File: config.mk
export PLATFORM = sky130hd
export DESIGN_NAME = loop_closure_det
export DESIGN_NICKNAME = d
export VERILOG_FILES = /design/src/rtl/lcd_pkg.sv /design/src/rtl/lcd_lpf.sv /design/src/rtl/lcd_hyst.sv /design/src/rtl/lcd_mask.sv /design/src/rtl/lcd_debounce.sv /design/src/rtl/loop_closure_det.sv
export SDC_FILE = /design/constraint.sdc
export NUM_CORES = 1
export LEC_CHECK = 0
export BUFFER_PORTS_ARGS = -buffer_cell sky130_fd_sc_hd__clkbuf_2
export CELL_PAD_IN_SITES_DETAIL_PLACEMENT = 0
export CELL_PAD_IN_SITES_GLOBAL_PLACEMENT = 1
export CORE_MARGIN = 8
export CORE_UTILIZATION = 49
export DETAILED_ROUTE_END_ITERATION = 16
export PLACE_DENSITY = 0.85
export SLEW_MARGIN = 20
export SYNTH_ARGS = -nofsm -noshare
export SYNTH_HDL_FRONTEND = slang
export SYNTH_SLANG_ARGS = --single-unit
File: constraint.sdc
create_clock -name clk -period 14.3 [get_ports clk]
set_clock_uncertainty 0.05 [all_clocks]
set_input_delay 2.86 -clock clk [delete_from_list [all_inputs] [get_ports clk]]
set_output_delay 2.86 -clock clk [all_outputs]
set_load 0.005 [all_outputs]
File: src/rtl/lcd_pkg.sv
package lcd_pkg;
    // Fractional bits of the filter coefficient: 1 << COEF_FRAC is unity gain.
    localparam int COEF_FRAC = 14;

    typedef enum logic {
        LINE_OPEN   = 1'b0,
        LINE_CLOSED = 1'b1
    } line_e;
endpackage

File: src/rtl/lcd_lpf.sv
module lcd_lpf #(
    parameter int DW = 16,
    parameter int CW = 15
) (
    input  logic                 clk,
    input  logic                 rst_n,
    input  logic                 smp_vld_i,
    input  logic signed [DW-1:0] smp_i,
    input  logic        [CW-1:0] coef_i,
    output logic signed [DW-1:0] y_nxt_o
);
    import lcd_pkg::*;

    localparam int PW = DW + CW + 2;
    localparam logic [CW-1:0] UNITY = CW'(1) << COEF_FRAC;

    typedef struct packed {
        logic signed [DW-1:0] y;
    } lpf_st_t;

    lpf_st_t st_d, st_q;
    logic [CW-1:0]        coef_eff;
    logic signed [DW:0]   diff;
    logic signed [PW-1:0] prod;

    always_comb begin
        st_d     = st_q;
        coef_eff = (coef_i > UNITY) ? UNITY : coef_i;
        diff     = $signed({smp_i[DW-1], smp_i}) - $signed({st_q.y[DW-1], st_q.y});
        prod     = PW'(diff) * PW'($signed({1'b0, coef_eff}));
        if (smp_vld_i) begin
            st_d.y = st_q.y + DW'(prod >>> COEF_FRAC);
        end
    end

    always_ff @(posedge clk or negedge rst_n) begin
        if (!rst_n) st_q <= '0;
        else        st_q <= st_d;
    end

    assign y_nxt_o = st_d.y;
endmodule

File: src/rtl/lcd_hyst.sv
module lcd_hyst #(
    parameter int DW = 16
) (
    input  logic                 clk,
    input  logic                 rst_n,
    input  logic                 smp_vld_i,
    input  logic                 hold_i,
    input  logic signed [DW-1:0] y_i,
    input  logic signed [DW-1:0] thr_close_i,
    input  logic signed [DW-1:0] thr_open_i,
    output lcd_pkg::line_e       level_nxt_o
);
    import lcd_pkg::*;

    typedef struct packed {
        line_e level;
    } hyst_st_t;

    hyst_st_t st_d, st_q;

    always_comb begin
        st_d = st_q;
        if (smp_vld_i && !hold_i) begin
            if (st_q.level == LINE_OPEN) begin
                if (y_i > thr_close_i) st_d.level = LINE_CLOSED;
            end else begin
                if (y_i < thr_open_i)  st_d.level = LINE_OPEN;
            end
        end
    end

    always_ff @(posedge clk or negedge rst_n) begin
        if (!rst_n) st_q <= '{level: LINE_OPEN};
        else        st_q <= st_d;
    end

    assign level_nxt_o = st_d.level;
endmodule

File: src/rtl/lcd_mask.sv
module lcd_mask #(
    parameter int TW = 12
) (
    input  logic          clk,
    input  logic          rst_n,
    input  logic          smp_vld_i,
    input  logic          ring_done_i,
    input  logic [TW-1:0] mask_len_i,
    output logic          active_o
);
    typedef struct packed {
        logic [TW-1:0] cnt;
    } mask_st_t;

    mask_st_t st_d, st_q;

    always_comb begin
        st_d = st_q;
        if (ring_done_i) begin
            active_o = (mask_len_i != '0);
            st_d.cnt = mask_len_i;
        end else begin
            active_o = (st_q.cnt != '0);
        end
        if (smp_vld_i && active_o) begin
            st_d.cnt = st_d.cnt - TW'(1);
        end
    end

    always_ff @(posedge clk or negedge rst_n) begin
        if (!rst_n) st_q <= '0;
        else        st_q <= st_d;
    end
endmodule

File: src/rtl/lcd_debounce.sv
module lcd_debounce #(
    parameter int TW = 12
) (
    input  logic           clk,
    input  logic           rst_n,
    input  logic           smp_vld_i,
    input  logic           hold_i,
    input  lcd_pkg::line_e level_i,
    input  logic [TW-1:0]  dbnc_len_i,
    output logic           closed_o,
    output logic           irq_o
);
    import lcd_pkg::*;

    typedef struct packed {
        line_e         state;
        logic [TW-1:0] cnt;
        logic          irq;
    } dbn_st_t;

    dbn_st_t st_d, st_q;

    always_comb begin
        st_d     = st_q;
        st_d.irq = 1'b0;
        if (smp_vld_i && !hold_i) begin
            if (level_i == st_q.state) begin
                st_d.cnt = '0;
            end else if (st_q.cnt >= dbnc_len_i) begin
                st_d.state = level_i;
                st_d.cnt   = '0;
                st_d.irq   = 1'b1;
            end else begin
                st_d.cnt = st_q.cnt + TW'(1);
            end
        end
    end

    always_ff @(posedge clk or negedge rst_n) begin
        if (!rst_n) st_q <= '{state: LINE_OPEN, cnt: '0, irq: 1'b0};
        else        st_q <= st_d;
    end

    assign closed_o = (st_q.state == LINE_CLOSED);
    assign irq_o    = st_q.irq;
endmodule

File: src/rtl/loop_closure_det.sv
module loop_closure_det #(
    parameter int DW = 16,
    parameter int CW = 15,
    parameter int TW = 12
) (
    input  logic                 clk,
    input  logic                 rst_n,
    input  logic                 smp_vld_i,
    input  logic signed [DW-1:0] smp_i,
    input  logic        [CW-1:0] coef_i,
    input  logic signed [DW-1:0] thr_close_i,
    input  logic signed [DW-1:0] thr_open_i,
    input  logic        [TW-1:0] dbnc_len_i,
    input  logic        [TW-1:0] mask_len_i,
    input  logic                 ring_done_i,
    output logic                 loop_closed_o,
    output logic                 loop_irq_o
);
    logic signed [DW-1:0] y_nxt;
    logic                 mask_active;
    lcd_pkg::line_e       level_nxt;

    lcd_lpf #(.DW(DW), .CW(CW)) lpf_i (
        .clk       (clk),
        .rst_n     (rst_n),
        .smp_vld_i (smp_vld_i),
        .smp_i     (smp_i),
        .coef_i    (coef_i),
        .y_nxt_o   (y_nxt)
    );

    lcd_mask #(.TW(TW)) mask_i (
        .clk         (clk),
        .rst_n       (rst_n),
        .smp_vld_i   (smp_vld_i),
        .ring_done_i (ring_done_i),
        .mask_len_i  (mask_len_i),
        .active_o    (mask_active)
    );

    lcd_hyst #(.DW(DW)) hyst_i (
        .clk         (clk),
        .rst_n       (rst_n),
        .smp_vld_i   (smp_vld_i),
        .hold_i      (mask_active),
        .y_i         (y_nxt),
        .thr_close_i (thr_close_i),
        .thr_open_i  (thr_open_i),
        .level_nxt_o (level_nxt)
    );

    lcd_debounce #(.TW(TW)) dbn_i (
        .clk        (clk),
        .rst_n      (rst_n),
        .smp_vld_i  (smp_vld_i),
        .hold_i     (mask_active),
        .level_i    (level_nxt),
        .dbnc_len_i (dbnc_len_i),
        .closed_o   (loop_closed_o),
        .irq_o      (loop_irq_o)
    );
endmodule

## After elaboration in Yosys (flattened, before gate mapping)

Cells that the tools add are included.

| word-level totals | value |
|---|---|
| register bits after elaboration | 43 |
| latch bits | 0 |
| RAM bits | 0 |
| bits in read-only memories | 0 |
| bits of input ports | 91 |
| memories | 0 |

| cells by class | value |
|---|---|
| $add $sub $neg | 4 |
| $mul | 1 |
| div/mod/pow operators | 0 |
| magnitude comparators | 4 |
| eq/ne operators | 1 |
| shifts and indexed selects | 0 |
| muxes and demuxes | 14 |
| bitwise gates (word level) | 1 |
| reductions and logical operators | 6 |

Operators with widths:

| cell | number |
|---|---|
| $mux 12 | 4 |
| $mul 17x16->30 | 1 |
| $reduce_bool 12->1 | 2 |
| $sub 16x16->17 | 1 |
| $add 16x16->16 | 1 |
| $gt 16x16->1 | 1 |
| $lt 16x16->1 | 1 |
| $mux 16 | 1 |
| $gt 15x15->1 const B | 1 |
| $mux 15 | 1 |
| $add 12x1->12 const B | 1 |
| $ge 12x12->1 | 1 |
| $sub 12x1->12 const B | 1 |
| $mux 1 | 8 |
| $reduce_and 3->1 | 1 |
| $logic_and 1x1->1 | 2 |
| $eq 1x1->1 | 1 |
| $logic_not 1->1 | 1 |
| $not 1->1 | 1 |

## Longest topological paths before layout

Gate-level depths: netlist of the first run.

| depth | value |
|---|---|
| depth in word-level cells | 12 |
| depth in mapped cells | 54 |
| depth with buffers taken out | 53 |

## Hierarchy

Synthesis of the first run repeated with hierarchy kept, for this count alone.

| second synthesis, totals | value |
|---|---|
| cell total of the unflattened synthesis | 1552 |
| area total of the unflattened synthesis | 13429.1 µm² |

By module, submodules not included:

| module | times used | cells each | area each (µm²) | sequential area each (µm²) |
|---|---|---|---|---|
| lcd_lpf | 1 | 1238 | 10677.7 | 400.4 |
| lcd_debounce | 1 | 121 | 1094.8 | 350.3 |
| lcd_hyst | 1 | 112 | 840.8 | 25.0 |
| lcd_mask | 1 | 81 | 815.8 | 300.3 |

## Worst setup path after synthesis of the first run

Ideal clock, no wire load.

| timing | value |
|---|---|
| kind | in2reg |
| start point | input port smp_i[1] |
| end point | register dbn_i.st_q[10] (netlist name) |
| setup time | 132 ps |
| arrival time | 13393 ps |
| required time | 14118 ps |
| setup slack | 725 ps |
| stages on the path | 49 |
| buffers on the path | 1 |
| cells stage by stage | ha_1 -> nor2b_1 -> o31a_4 -> o221a_4 -> nor2_1 -> o21bai_1 -> a21oi_1 -> xor2_1 -> nor2_1 -> fa_1 -> inv_1 -> fa_1 -> fa_1 -> inv_1 -> fa_1 -> fa_1 -> inv_1 -> fa_1 -> [... 13 more ...] -> o221ai_1 -> o21ai_0 -> o41ai_1 -> xnor2_1 -> xnor3_1 -> nand2_1 -> xnor2_1 -> ha_1 -> nand4_1 -> nor3_1 -> o21ai_0 -> and4_1 -> a2111oi_0 -> and4bb_2 -> xnor2_2 -> buf_6 -> a31oi_1 -> o22ai_1 |

| on the way | value |
|---|---|
| cells in the longest elaborated chain, start to end | 10 |

Ends and longest elaborated chain:

| what | line | RTL |
|---|---|---|
| from (decl) | loop_closure_det.sv:9 | `input logic signed [DW-1:0] smp_i,` |
| $sub 16x16->17 (*) | lcd_lpf.sv:29 | `diff = $signed({smp_i[DW-1], smp_i}) - $signed({st_q.y[DW-1], st_q.y});` |
| $mul 17x16->30 (*) | lcd_lpf.sv:30 | `prod = PW'(diff) * PW'($signed({1'b0, coef_eff}));` |
| $add 16x16->16 (*) | lcd_lpf.sv:32 | `st_d.y = st_q.y + DW'(prod >>> COEF_FRAC);` |
| $mux 16 (*) | lcd_lpf.sv:31 | `if (smp_vld_i) begin` |
| named net hyst_i.y_i[15] | lcd_hyst.sv:8 | `input logic signed [DW-1:0] y_i,` |
| $gt 16x16->1 or $lt 16x16->1 (tied branches) | lcd_hyst.sv:25, lcd_hyst.sv:27 |  |
| $mux 1 (on tied branches) | lcd_hyst.sv:25, lcd_hyst.sv:27 |  |
| $mux 1 (*) | lcd_hyst.sv:24 | `if (st_q.level == LINE_OPEN) begin` |
| $mux 1 (*) | lcd_hyst.sv:23 | `if (smp_vld_i && !hold_i) begin` |
| $eq 1x1->1 (*) | lcd_debounce.sv:27 | `if (level_i == st_q.state) begin` |
| $mux 12 (*) | lcd_debounce.sv:27 |  |
| to (signal assigned) | lcd_debounce.sv:40 | `if (!rst_n) st_q <= '{state: LINE_OPEN, cnt: '0, irq: 1'b0};` |
| to (signal assigned) | lcd_debounce.sv:41 | `else st_q <= st_d;` |
| to (decl) | lcd_debounce.sv:21 | `dbn_st_t st_d, st_q;` |

The timed path passes the listed nets; every way through them passes the cells marked *.
A chain may end at the register's enable or synchronous reset.

## Final worst setup path of the first run

| timing | value |
|---|---|
| start point | input port smp_i[1] |
| end point | register dbn_i.st_q[8] (netlist name) |

Same word-level chain as after synthesis.

==> results of run 1 <==
routing by layer:
metal  up-vias  track usage, %
li1       5111               -
met1      5190            28.9
met2       339            35.0
met3        59            3.81
met4         2            7.41
met5         -               0
metrics by stage:
step / setup TNS [ns] / utilization, % / worst slack, ns
3_5_place_dp: -2.22 / 53.9 / -0.207
2_1_floorplan: 0 / - / 0.725
3_3_place_gp: 0 / 53.9 / 0.0587
4_1_cts: 0 / 54.5 / 0.00396
6_report: 0 / 55.9 / 0.444
5_1_grt: -1.77 / 55.9 / -0.174
logic make-up (layout without fill, tap and decap cells):
group / Yosys count / in the layout / share of synthesized area (%)
simple gates: 466 / 466 / 15.5
mux: 16 / 16 / 1.20
compound gates: 177 / 177 / 8.82
flops: 43 / 43 / 8.06
buf+inv: 400 / 529 / 11.3
fa+ha+maj: 391 / 391 / 50.1
xor+xnor: 74 / 74 / 5.01
placed cells by master, fill, tap and decap left out, types with 29 or more instances in the layout:
master	count
inv_1	363
fa_1	237
nor2_1	172
nand2_1	158
ha_1	148
clkbuf_2	91
buf_4	62
xnor2_1	50
dfrtp_1	43
o21ai_0	29
state kept, by name, indices dropped and copies added, names as in the netlist:
| register | count |
|---|---|
| lpf_i.st_q | 16 |
| dbn_i.st_q | 12 |
| dbn_i.irq_o | 1 |
| dbn_i.closed_o | 1 |
| hyst_i.st_q | 1 |
| mask_i.st_q | 12 |
worst paths after layout:
path / from / endpoint / slack (ns) / depth (start not counted)
max: smp_i[1] / dbn_i.st_q[8]$_DFFE_PN0P_ / 0.44 / 52
min: dbn_i.st_q[12]$_DFFE_PN0P_ / dbn_i.st_q[12]$_DFFE_PN0P_ / 0.49 / 2
max reg2reg: lpf_i.st_q[1]$_DFF_PN0_ / dbn_i.st_q[8]$_DFFE_PN0P_ / 2.61 / 52
min reg2reg: dbn_i.st_q[12]$_DFFE_PN0P_ / dbn_i.st_q[12]$_DFFE_PN0P_ / 0.49 / 2
max in group asynchronous: rst_n / mask_i.st_q[1]$_DFF_PN0_ / 11.30 / 1
min in group asynchronous: rst_n / lpf_i.st_q[14]$_DFF_PN0_ / 2.50 / 1
critical path, delay by kind of cell:
family	cells	cell delay [ns]
AOI/OAI and AO/OA	14	2.67
xor gates and xnor gates	6	1.21
adders and majority gates	10	4.15
buffers and inverters	9	0.88
and+or+nand+nor	13	2.25
what timing repair did:
item / in CTS / in global routing
gates resized for setup: 0 / 64
buffers inserted: 0 / 12
setup endpoints to repair: 0 / 15
endpoints found under the hold margin: 0 / 0
cell type report:
class                      instances  area (um2)
clock buffer                       6         139
clock inverter                     2        16.3
fill                            2494       11900
inverter                         364        1370
multi-input combinational       1124       11000
sequential                        43        1080
tap                              341         427
timing repair buffer             157         975
==> summary.txt, run 1 <==
Core Region: 0.0269 mm2
initial antenna violation count: 1
area added between synthesis and finish: 12.5%
Avg WL per Cell: 16.8 um
diode count: 0
WL met2: 15800 um
CTS Root Cell: clkbuf_16
worst-path fanout max: 5
clk sinks: 43
fmax: 72.2 MHz
synthesized area: 0.0134 mm2
Period Utilization, post-route: 96.9%
WL met1: 15000 um
DR iter-0 viols: 593
Worst Path Arrival: 14.01 ns
max_slew headroom: 51.3%
ranking of synthesized cells by area: fa_1, ha_1, inv_1
DRC: 0
Overflow after GRT: 0
top sig layer: met5
WL met3: 2310 um
final setup vio count: 0
ys async rst share: 100%
Synth top cells by count: inv_1, fa_1, nor2_1, nand2_1, ha_1
port buffer count: 92
Setup crit end kind: flip-flop
slowest CP cell: fa_1
Final Hold Fails: 0
Pre-antenna DRT Iters: 7
yosys warns: 0
TritonCTS buffer count: 5
fin nets: 2177
final instance area: 0.0150 mm2
Min Hold Slack: 0.493 ns
Post-synth top flop: dfrtp_1
CTS HTree Levels: 2
CTS Hold Bufs: 0
routability-driven placement congestion ratio: 0.908
DP HPWL: 29200 um
final wirelength: 34200 um
synth unique cells: 59
critical path launch point type: input port
Post-DRT Antenna Nets: 0
syn_area_per_cell: 8.52 um2
Post-synth EDFFs: 0
max-cap check violation count: 0
Overall Global Routing Usage: 21.6%
global-route wire length before repair: 57700 um
worst hold-check path type: reg -> reg
post-synthesis sequential area ratio: 8.06%
cell with the most instances after synthesis: inv_1
flops & latches, synth: 43
top-area cell type share of the netlist area: 36.0%
syn_nets: 2049
Placed Cells incl. Taps: 2016
die height: 181 um
number of vias per cell: 5.25
post-synth top area cell: fa_1
number of global-route vias before repair: 11598
Tmin final: 13.86 ns
Clock transition at path regs: 0.06 ns
CTS tree: done
Die ar.: 0.0328 mm2
CP peak stage delay: 0.51 ns
Mapped Cells: 1567
fraction of layout cells with a size suffix above 1: 13.5%
Slew @ Worst Pin: 0.728 ns
fin cells: 2037
Top Ports: 93
status: finished clean
detailed-route via count: 10701
largest net degree at the start of global routing: 44
Data required, critical path: 14.45 ns
clk_lat worst skew: 0.29 ns
critical path's most frequent cell: fa_1
Final Max Tran Viols: 0
die width: 181 um
initial core utilization: 49.7%
Rows: 60
CTS max path bufs: 2
Crit Path Class: in -> reg
Placed Area: 0.0145 mm2
Power of run 1 is left out: the tool's default activity adds up to more than one toggle a clock period on the data nets, which glitch-free logic cannot reach.
==> run 2: changes to the inputs <==
==> constraint.sdc (replaced) <==
create_clock -name clk -period 13.6 [get_ports clk]
set_clock_uncertainty 0.05 [all_clocks]
set_input_delay 2.72 -clock clk [delete_from_list [all_inputs] [get_ports clk]]
set_output_delay 2.72 -clock clk [all_outputs]
set_load 0.005 [all_outputs]
==> summary.txt, run 2 (synthesis gave the netlist of run 1 again) <==
status: finished clean
global-route wire length before repair: 58100 um (+0.62%)
hold path depth: 1 (-1)
filler instances: 2305 (-7.6%)
max-cap check violation count: 0 (unchanged)
CTS max path bufs: 2 (unchanged)
worst-path fanout max: 5 (unchanged)
CTS tree: done
Avg WL per Cell: 16.1 um (-4.1%)
FF-to-FF End: dbn_i.st_q[5]$_DFFE_PN0P_
worst hold endpoint: dbn_i.st_q[1]$_DFFE_PN0P_
Slew @ Worst Pin: 0.719 ns (-0.00969 ns)
CP peak stage delay: 0.63 ns (+0.12 ns)
most frequent cells in the layout: inv_1, fa_1, buf_4
Core Region: 0.0269 mm2 (unchanged)
Pre-antenna DRT Iters: 5 (-2)
Setup crit end kind: flip-flop
Min Hold Slack: 0.479 ns (-0.0134 ns)
worst hold-check path type: reg -> reg
most flop-heavy register: lpf_i.st_q
Die ar.: 0.0328 mm2 (unchanged)
Largest register FFs: 16 (unchanged)
DP HPWL: 30000 um (+2.7%)
CTS HTree Levels: 2 (unchanged)
Reg2Reg Depth: 51 (-1.9%)
Critical R2R Launch: lpf_i.st_q[1]$_DFF_PN0_
largest net degree at the start of global routing: 44 (unchanged)
final wirelength: 35000 um (+2.3%)
clk_lat worst skew: 0.29 ns (about the same)
commonest non-fill, non-tap cell in the layout: inv_1
max_slew headroom: 52.1% (+0.76 points)
die height: 181 um (unchanged)
fmax: 75.4 MHz
critical path launch point type: input port
Worst Path Arrival: 13.43 ns (-0.58 ns)
Top Ports: 93 (unchanged)
Post-DRT Antenna Nets: 0 (unchanged)
Rows: 60 (unchanged)
CTS Root Cell: clkbuf_16
reg2reg setup slack: 2.31 ns (-0.30 ns)
post-layout util: 61.1% (+5.2 points)
die width: 181 um (unchanged)
slowest CP cell: fa_1
HP Start: dbn_i.st_q[1]$_DFFE_PN0P_
initial antenna violation count: 1 (unchanged)
initial core utilization: 49.7% (unchanged)
area added between synthesis and finish: 23.0%
Overflow after GRT: 0 (unchanged)
detailed-route via count: 11186 (+4.5%)
routability-driven placement congestion ratio: 0.899 (-0.94%)
DR iter-0 viols: 584 (-1.5%)
clk sinks: 43 (unchanged)
critical path's most frequent cell: fa_1
fraction of layout cells with a size suffix above 1: 22.4% (+8.9 points)
Final Hold Fails: 0 (unchanged)
TritonCTS buffer count: 5 (unchanged)
port buffer count: 92 (unchanged)
biggest regs: lpf_i.st_q: 16 flops, dbn_i.st_q: 12 flops, mask_i.st_q: 12 flops
diode count: 0 (unchanged)
Placed Cells incl. Taps: 2135 (+5.9%)
Crit Path Class: in -> reg
Data required, critical path: 13.76 ns (-0.69 ns)
CTS Hold Bufs: 0 (unchanged)
Clock transition at path regs: 0.07 ns (about the same)
fin cells: 2172 (+6.6%)
Overall Global Routing Usage: 21.6% (-0.033 points)
Final Max Tran Viols: 0 (unchanged)
final setup vio count: 0 (unchanged)
number of global-route vias before repair: 11858 (+2.2%)
Tmin final: 13.27 ns
RSZ-0062 raised after global routing: true
DRC: 0 (unchanged)
number of vias per cell: 5.15 (-2.0%)
fin nets: 2312 (+6.2%)
Period Utilization, post-route: 97.5%
-- run 2: worst max path at each step --
| stage | startpoint | to | cells after the start |
|---|---|---|---|
| after global placement | smp_i[1] | dbn_i.st_q[1]$_DFFE_PN0P_ | 49 |
| final | smp_i[1] | dbn_i.st_q[5]$_DFFE_PN0P_ | 51 |
| after detailed placement | smp_i[1] | dbn_i.st_q[8]$_DFFE_PN0P_ | 49 |
| after global routing | smp_i[0] | dbn_i.st_q[10]$_DFFE_PN0P_ | 51 |
| after floorplan | smp_i[1] | dbn_i.st_q[10]$_DFFE_PN0P_ | 49 |
| after CTS | smp_i[1] | dbn_i.st_q[8]$_DFFE_PN0P_ | 50 |
-- run 2: timing repair --
action	in CTS	in global routing
gates cloned	0	1
setup buffers	5	27
gates resized for setup	24	116
setup endpoints to repair	15	15
pin swaps	8	104
-- run 2: worst max-delay path: cells and delay by family --
family                     cells  cell delay (ns)
AOI/OAI and AO/OA             18             3.08
buffers and inverters          7             0.73
and+or+nand+nor               11             1.81
adders and majority gates     10             4.17
xor gates and xnor gates       5             0.90
-- run 2: through the flow --
stage | setup WS (ns) | area (um2) | setup TNS, ns
finish | 0.334 | 16400 | 0
global route | -0.194 | 16400 | -1.88
CTS | 0.00133 | 15700 | 0
detailed placement | -0.842 | 15400 | -11.01
global placement | -0.503 | 15400 | -6.32
floorplan | 0.165 | 13400 | 0
-- run 2: final cells by class --
class	instances	area [um2]	area share, %
inverters	364	1370	8.34
clock buffers	5	125	0.762
flip-flops and latches	43	1080	6.55
well taps	341	427	2.60
repair buffers	292	2030	12.3
multi-input cells	1124	11300	69.1
clock inverters	3	47.5	0.290
-- run 2: routing by layer --
metal	wire [um]	global-route usage, %	up-vias
met5	13	0	-
met2	16800	36.0	328
met4	820	6.03	2
li1	-	-	5357
met1	15100	28.5	5437
met3	2220	3.77	62
Power of run 2 is left out for the same reason.
==> run 3: changes to the inputs <==
==> constraint.sdc (replaced) <==
create_clock -name clk -period 15 [get_ports clk]
set_clock_uncertainty 0.05 [all_clocks]
set_input_delay 3 -clock clk [delete_from_list [all_inputs] [get_ports clk]]
set_output_delay 3 -clock clk [all_outputs]
set_load 0.005 [all_outputs]
==> summary.txt, run 3 (synthesis gave the netlist of run 1 again) <==
final instance area: 0.0147 mm2 (-11%)
Tmin final: 14.34 ns
port buffer count: 92 (unchanged)
largest net degree at the start of global routing: 44 (unchanged)
status: finished clean
max_slew headroom: 35.3% (-17 points)
number of global-route vias before repair: 11469 (-3.3%)
DR iter-0 viols: 753 (+29%)
Rows: 60 (unchanged)
Placed Area: 0.0144 mm2 (-6.6%)
clk sinks: 43 (unchanged)
most frequent cells in the layout: inv_1, fa_1, nor2_1
routability-driven placement congestion ratio: 0.900 (about the same)
Top Ports: 93 (unchanged)
Setup crit end kind: flip-flop
slowest CP cell: fa_1
worst hold-check path type: reg -> reg
critical path launch point type: input port
Placed Cells incl. Taps: 1999 (-6.4%)
Slew @ Worst Pin: 0.970 ns (+0.251 ns)
TritonCTS buffer count: 5 (unchanged)
Largest register FFs: 16 (unchanged)
Die ar.: 0.0328 mm2 (unchanged)
fmax: 69.7 MHz
detailed-route via count: 10635 (-4.9%)
biggest regs: lpf_i.st_q: 16 flops, dbn_i.st_q: 12 flops, mask_i.st_q: 12 flops
CTS Root Cell: clkbuf_16
commonest non-fill, non-tap cell in the layout: inv_1
DP HPWL: 29100 um (-3.1%)
final wirelength: 34000 um (-2.7%)
final setup vio count: 0 (unchanged)
Data required, critical path: 15.16 ns (+1.40 ns)
die height: 181 um (unchanged)
critical path's most frequent cell: fa_1
area added between synthesis and finish: 9.75%
Reg2Reg Depth: 50 (-2.0%)
Worst Path Arrival: 14.50 ns (+1.07 ns)
Min Hold Slack: 0.491 ns (+0.0116 ns)
Period Utilization, post-route: 95.6%
Core Region: 0.0269 mm2 (unchanged)
Pre-antenna DRT Iters: 5 (unchanged)
die width: 181 um (unchanged)
number of vias per cell: 5.29 (+2.7%)
Overall Global Routing Usage: 21.7% (+0.091 points)
fin nets: 2151 (-7.0%)
filler instances: 2522 (+9.4%)
max-cap check violation count: 0 (unchanged)
worst-path fanout max: 10 (+5)
RSZ-0062 raised after global routing: false
diode count: 0 (unchanged)
Crit Path Class: in -> reg
DRC: 0 (unchanged)
Avg WL per Cell: 16.9 um (+5.1%)
CP peak stage delay: 0.55 ns (-0.08 ns)
Final Hold Fails: 0 (unchanged)
global-route wire length before repair: 57900 um (-0.25%)
hold path depth: 2 (+1)
initial core utilization: 49.7% (unchanged)
CTS tree: done
fin cells: 2011 (-7.4%)
most flop-heavy register: lpf_i.st_q
Overflow after GRT: 0 (unchanged)
Clock transition at path regs: 0.07 ns (about the same)
Fin Setup TNS: 0 ns (unchanged)
fraction of layout cells with a size suffix above 1: 10.4% (-12 points)
Final Max Tran Viols: 0 (unchanged)
clk_lat worst skew: 0.29 ns (about the same)
CTS HTree Levels: 2 (unchanged)
initial antenna violation count: 0 (-1)
CTS max path bufs: 2 (unchanged)
Post-DRT Antenna Nets: 0 (unchanged)
run 3: final timing paths:
kind | startpoint | end | slack (ns)
worst max-delay path | smp_i[1] | dbn_i.st_q[5]$_DFFE_PN0P_ | 0.66
worst max register to register | lpf_i.st_q[1]$_DFF_PN0_ | dbn_i.st_q[5]$_DFFE_PN0P_ | 2.96
max in group asynchronous | rst_n | mask_i.st_q[1]$_DFF_PN0_ | 11.49
min in group asynchronous | rst_n | lpf_i.st_q[12]$_DFF_PN0_ | 2.80
worst min register to register | dbn_i.st_q[2]$_DFFE_PN0P_ | dbn_i.st_q[2]$_DFFE_PN0P_ | 0.49
worst min-delay path | dbn_i.st_q[2]$_DFFE_PN0P_ | dbn_i.st_q[2]$_DFFE_PN0P_ | 0.49
run 3: worst max-delay path, delay by kind of cell:
kind,cells,cell delay (ns)
buffers and inverters,6,0.75
AND/OR/NAND/NOR,11,1.70
XOR/XNOR,5,0.99
AO/OA/AOI/OAI,18,3.71
adder cells (fa/ha/maj),10,4.35
run 3: final cells by class:
type                       instances  area (um2)  area share [%]
clock buffer                       5         125           0.854
timing repair buffer             131         753            5.14
multi-input combinational       1124       10900            74.1
tap                              341         427            2.91
sequential                        43        1080            7.34
inverter                         364        1370            9.32
clock inverter                     3        46.3           0.316
run 3: metrics by stage:
step | util [%] | worst slack, ns
after detailed placement | 53.4 | -0.0960
after floorplan | - | 1.29
final | 54.5 | 0.657
after CTS | 54.1 | 0.178
after global placement | 53.4 | 0.376
after global routing | 54.5 | 0.0332
run 3: metal layers:
metal,global-route usage (%),vias to the layer above,wire length (um),part of all wire [%]
met5,0,-,0,0
met4,5.74,0,762,2.2
met3,3.29,48,2270,6.7
met2,36.0,340,15900,47
met1,29.2,5202,15100,44
li1,-,5045,-,-
run 3: repair_timing:
action,in CTS,in global routing
hold buffers,0,0
buffers inserted,0,4
hold endpoints to repair,0,0
endpoints found under the setup margin,0,15
resized for setup,0,21
Power of run 3 is left out for the same reason.
